File: src/rtl/lchain_host.sv
module lchain_host #(
  parameter int PKT_W    = 224,
  parameter int DEV_W    = 9,
  parameter int HALF     = 2,
  parameter int GS_TOTAL = 65536,
  parameter int IDLE_PER = 8,
  parameter int CLK_NS   = 10,
  parameter int GAP_NS   = 1340
) (
  input  logic             clk,
  input  logic             rst_n,
  input  logic             start,
  input  logic [DEV_W-1:0] dev_count,
  input  logic             ext_clk_mode,
  input  logic             interleave,
  output logic [DEV_W-1:0] pkt_idx,
  input  logic [PKT_W-1:0] pkt_data,
  output logic             sdo,
  output logic             sck,
  output logic             busy,
  output logic             done
);
  localparam int IDLE_CYC = 2 * HALF * IDLE_PER;
  localparam int GAP_CYC  = (GAP_NS + CLK_NS - 1) / CLK_NS;
  localparam int BIT_W    = $clog2(PKT_W);
  localparam int PH_W     = (HALF > 1) ? $clog2(HALF) : 1;
  localparam int GS_W     = $clog2(GS_TOTAL + 1);
  localparam int WAIT_MAX = (IDLE_CYC > GAP_CYC) ? IDLE_CYC : GAP_CYC;
  localparam int WAIT_W   = $clog2(WAIT_MAX + 1);

  typedef enum logic [2:0] {S_IDLE, S_SHIFT, S_LATCH, S_GAP, S_BURST} st_t;

  st_t              st;
  logic [PH_W-1:0]  ph;
  logic             sck_q, ext_q, done_q;
  logic [BIT_W-1:0] bit_q;
  logic [DEV_W-1:0] dev_q;
  logic [WAIT_W-1:0] wcnt;
  logic [GS_W-1:0]  pcnt, burst_q;
  logic [31:0]      data_bits, burst_len;

  wire tick = (ph == PH_W'(HALF - 1));

  assign data_bits = 32'(dev_count) * 32'(PKT_W);

  always_comb begin
    if (!ext_clk_mode)
      burst_len = 32'd0;
    else if (!interleave)
      burst_len = 32'(GS_TOTAL);
    else if (data_bits < 32'(GS_TOTAL))
      burst_len = 32'(GS_TOTAL) - data_bits;
    else
      burst_len = 32'd0;
  end

  always_ff @(posedge clk or negedge rst_n) begin
    if (!rst_n) begin
      st      <= S_IDLE;
      ph      <= '0;
      sck_q   <= 1'b0;
      ext_q   <= 1'b0;
      done_q  <= 1'b0;
      bit_q   <= '0;
      dev_q   <= '0;
      wcnt    <= '0;
      pcnt    <= '0;
      burst_q <= '0;
    end else begin
      done_q <= 1'b0;
      case (st)
        S_IDLE: if (start) begin
          dev_q   <= dev_count - 1'b1;
          bit_q   <= '0;
          ph      <= '0;
          sck_q   <= 1'b0;
          ext_q   <= ext_clk_mode;
          burst_q <= GS_W'(burst_len);
          st      <= S_SHIFT;
        end
        S_SHIFT: begin
          ph <= tick ? '0 : ph + 1'b1;
          if (tick) begin
            sck_q <= ~sck_q;
            if (sck_q) begin
              if (bit_q == BIT_W'(PKT_W - 1)) begin
                bit_q <= '0;
                if (dev_q == '0) begin
                  st   <= S_LATCH;
                  wcnt <= '0;
                end else
                  dev_q <= dev_q - 1'b1;
              end else
                bit_q <= bit_q + 1'b1;
            end
          end
        end
        S_LATCH: begin
          wcnt <= wcnt + 1'b1;
          if (wcnt == WAIT_W'(IDLE_CYC - 1)) begin
            if (ext_q && burst_q != '0) begin
              st   <= S_GAP;
              wcnt <= '0;
            end else begin
              st     <= S_IDLE;
              done_q <= 1'b1;
            end
          end
        end
        S_GAP: begin
          wcnt <= wcnt + 1'b1;
          if (wcnt == WAIT_W'(GAP_CYC - 1)) begin
            st   <= S_BURST;
            ph   <= '0;
            pcnt <= '0;
          end
        end
        S_BURST: begin
          ph <= tick ? '0 : ph + 1'b1;
          if (tick) begin
            sck_q <= ~sck_q;
            if (sck_q) begin
              pcnt <= pcnt + 1'b1;
              if (pcnt == burst_q - 1'b1) begin
                st     <= S_IDLE;
                done_q <= 1'b1;
              end
            end
          end
        end
        default: st <= S_IDLE;
      endcase
    end
  end

  assign pkt_idx = dev_q;
  assign sdo     = (st == S_SHIFT) ? pkt_data[BIT_W'(PKT_W - 1) - bit_q] : 1'b0;
  assign sck     = sck_q;
  assign busy    = (st != S_IDLE);
  assign done    = done_q;
endmodule

File: config.mk
export PLATFORM = sky130hd
export DESIGN_NAME = lchain_host
export DESIGN_NICKNAME = d
export VERILOG_FILES = /design/src/rtl/lchain_host.sv
export SDC_FILE = /design/constraint.sdc
export NUM_CORES = 1
export LEC_CHECK = 0
export ABC_CLOCK_PERIOD_IN_PS = 3890
export BUFFER_PORTS_ARGS = -buffer_cell sky130_fd_sc_hd__buf_2
export CAP_MARGIN = 5
export CORE_MARGIN = 2
export CORE_UTILIZATION = 45
export CTS_BUF_LIST = sky130_fd_sc_hd__clkbuf_8
export CTS_CLUSTER_SIZE = 24
export DETAILED_ROUTE_END_ITERATION = 10
export GPL_TIMING_DRIVEN = 0
export PLACE_DENSITY = 0.77
export SLEW_MARGIN = 20
export SYNTH_ARGS = -nofsm -noshare
export SYNTH_HDL_FRONTEND = slang
export SYNTH_SLANG_ARGS = --single-unit
File: constraint.sdc
create_clock -name clk -period 3.89 [get_ports clk]
set_input_delay 1.167 -clock clk [delete_from_list [all_inputs] [get_ports clk]]
set_output_delay 1.167 -clock clk [all_outputs]
set_load 0.01 [all_outputs]
==> impl_metrics.ini <==
[outcome]
status = finished, violations left
violations = negative setup slack

[sta]
finalCritPeriodShare_pct = 101
hold_viol = 0
worst_slack_ns = -0.0387
fmax_mhz = 255
rsz0062_at_grt = true
skew_ns = 0.00827
drv_slew = 0
setup_tns_ns = -0.0387
setup_violations = 1
maxSlewHeadroom_pct = 46.8
worstMarginPinSlew_ns = 0.798
fin_crit_ns = 3.93

[yosys]
muxShareOfSynthArea_pct = 20.9
syn_nets = 956
synth-seq-cells = 61
synth-compound-area-share_pct = 20.1
syn_area_per_cell_um2 = 9.29
synth_adder_area_share_pct = 6.93
synth_area_mm2 = 0.00639
synthSimpleGateAreaFrac_pct = 18.4
yosysSeqAreaShare_pct = 23.9
ys.flop_type = dfrtp_1
async_reset_ff_share_pct = 100
synthCells = 688
synth_top_family_by_area = multiplexers
synth_cell_types = 77
synth_enable_flop_cells = 0
yosysWarnings = 0
synth_xor_area_share_pct = 5.48

[setup_path]
reg2reg_slack_ns = 0.99
cp_cell_sequence = buf_12 > buf_12 > buf_12 > mux2i_2 > a221oi_2 > o21ai_1 > a22oi_1 > a21oi_1 > o211a_1 > a311oi_1 > buf_2
crit_type = reg2out
reg2reg_to = st[2]$_DFFE_PN0P_
cp_num_buf_inv = 4
max_stage_delay_ns = 0.41
setup.worst_path.start_class = register
endpoint_kind = output port
required_ns = 2.72
crit_arrival_ns = 2.76
cpLargestDelayFamily = compound AO/OA/AOI/OAI gates
cp_slowest_cell = dfrtp_1
worstReg2RegStart = bit_q[5]$_DFFE_PN0P_
reg2reg_depth = 11
critical_path_peak_fanout = 10
path_common_cell = buf_12

[clocking]
cts_root_buf = clkbuf_8
cts_sinks = 61
cts.clk_slew.worst_paths_ns = 0.07
ctsHoldBuffers = 0
clock_path_buffers = 2
cts_buffers = 9
clk_latency_ns = 0.36
htree_levels = 3
cts_tree = yes

[layout]
layout_common_cells = buf_2, nor2_1, dfrtp_1
nets = 1219
stdcell_count = 1135
synthToLayoutAreaGrowth_pct = 29.6
final_common_cell = buf_2
drive_gt1_share_pct = 38.5
num_antenna_cells = 0
final_area_mm2 = 0.00828

[place]
postPlaceCellArea_mm2 = 0.00788
place_inst = 1118
hpwl_mm = 17.8
io_buffers = 250
gp_congestion = 0.867

[hold_path]
hold_class = reg2reg
holdPathStages = 2
worstHoldStart = ext_q$_DFFE_PN0P_
hold_end = ext_q$_DFFE_PN0P_

[global_routing]
grt_max_degree = 62
grt_pass1_vias = 6295
antenna_found_initial = 0
grt_overflow = 0
track_usage_pct = 28.6
grt_pass1_wl_mm = 33.1

[flow_run]
max-cap-violations = 0

[die]
io_pins = 251
initial_core_util_pct = 46.0
coreArea_mm2 = 0.0139
die_h_um = 123
die_w_um = 123
num_rows = 43
die_area_mm2 = 0.0152

[drt]
vias_per_cell = 6.01
wire_per_inst_um = 19.3
drc = 0
drtIter0Drc = 581
wl_met3_mm = 1.61
wl_mm = 22.0
ant_nets = 0
wl_met2_mm = 10.6
wl_met1_mm = 8.93
drtPass1Iterations = 5
via_count = 6823
top_layer_used = met4

[pwr]
p_leak_nw = 3.88
power_mw = 1.64
power_density_mw_per_mm2 = 198
vdd_ir_drop_max_v = 0.000125
-- sequential cells by signal, summed over array words and instances (netlist names) --
name     cells
ext_q        1
sck          1
bit_q        8
burst_q     12
ph           1
done         1
pkt_idx      9
st           3
pcnt        17
wcnt         8
-- area by class of cell --
cell class,instances,area (µm²)
fillers,1245,5600
repair buffers,256,1330
clock buffers,12,165
flip-flops and latches,61,1530
plain buffers,38,240
multi-input cells,565,4710
well taps,180,225
inverters,20,75.1
clock inverters,3,12.5
-- report_power, final --
group,total [mW],switching [mW],internal (mW)
clock network,0.530,0.255,0.274
logic,0.453,0.216,0.237
registers,0.657,0.0155,0.642
-- through the flow --
stage                     setup slack [ns]  util, %  hold WS (ns)
after detailed placement            -0.491     56.8         0.522
after global routing                -0.119     59.7         0.556
after floorplan                     -0.168        -         0.497
final                              -0.0387     59.7         0.537
after global placement              -0.475     56.8         0.522
after CTS                          0.00225     59.3         0.538
-- cells by family (layout without fill, tap and decap cells) --
family	Yosys count	count (layout)
and+or+nand+nor	228	228
AOI/OAI and AO/OA	186	186
muxes	81	81
buffers and inverters	62	329
DFF	61	61
xor gates and xnor gates	40	40
adders and majority gates	30	30
-- worst max path at each step --
stage | from | end | slack (ns) | cells after the start
after floorplan | dev_count[2] | burst_q[15]$_DFFE_PN0P_ | -0.17 | 10
after global placement | dev_count[2] | burst_q[15]$_DFFE_PN0P_ | -0.48 | 11
after detailed placement | dev_count[2] | burst_q[15]$_DFFE_PN0P_ | -0.49 | 10
after CTS | pkt_data[33] | sdo | 0.002 | 9
after global routing | bit_q[0]$_DFFE_PN0P_ | sdo | -0.12 | 11
final | bit_q[0]$_DFFE_PN0P_ | sdo | -0.04 | 11
-- layer usage --
metal  up-vias  global-route usage [%]
met5         -                       0
met4         0                    12.5
met3        42                    6.32
met2       307                    44.4
met1      3300                    38.5
li1       3174                       -
-- synthesized netlist by cell type, types with 5 or more instances --
master | instances | area (µm²)
nand4_1 | 11 | 68.8
a21o_1 | 5 | 37.5
buf_2 | 6 | 30.0
nand2b_1 | 7 | 43.8
a221oi_1 | 5 | 43.8
ha_1 | 21 | 263
or3_1 | 8 | 50.1
o31ai_1 | 9 | 67.6
nor2_1 | 73 | 274
a21oi_1 | 35 | 175
o21a_1 | 5 | 37.5
xor2_1 | 22 | 193
and2_1 | 5 | 31.3
fa_1 | 9 | 180
nor3_1 | 19 | 95.1
inv_1 | 20 | 75.1
xnor2_1 | 18 | 158
o21ai_0 | 40 | 200
o22ai_1 | 11 | 68.8
nand3_1 | 25 | 125
mux2i_1 | 37 | 370
o221ai_1 | 6 | 52.6
mux4_2 | 42 | 946
a22o_1 | 5 | 43.8
nand2_1 | 40 | 150
and3_1 | 5 | 31.3
a2111oi_0 | 5 | 43.8
dfrtp_1 | 61 | 1530
clkbuf_1 | 26 | 97.6
a22oi_1 | 9 | 67.6
nor2b_1 | 6 | 37.5
a211oi_1 | 12 | 90.1
-- what timing repair did --
item / in CTS / in global routing
buffers inserted: 6 / 0
pin swaps: 15 / 6
setup endpoints to repair: 2 / 12
gates resized for setup: 38 / 19
-- worst reg2reg max path: stages (launching register included) --
cell and delay, ns:
dfrtp_1 0.40, clkbuf_1 0.24, inv_1 0.14, ha_1 0.19, nand2_1 0.07, o31ai_1 0.51
o21ai_0 0.21, or3_1 0.40, clkbuf_1 0.16, a21oi_1 0.18, and4_1 0.24, nor2b_1 0.05
Power figures use the tool's default switching activity.
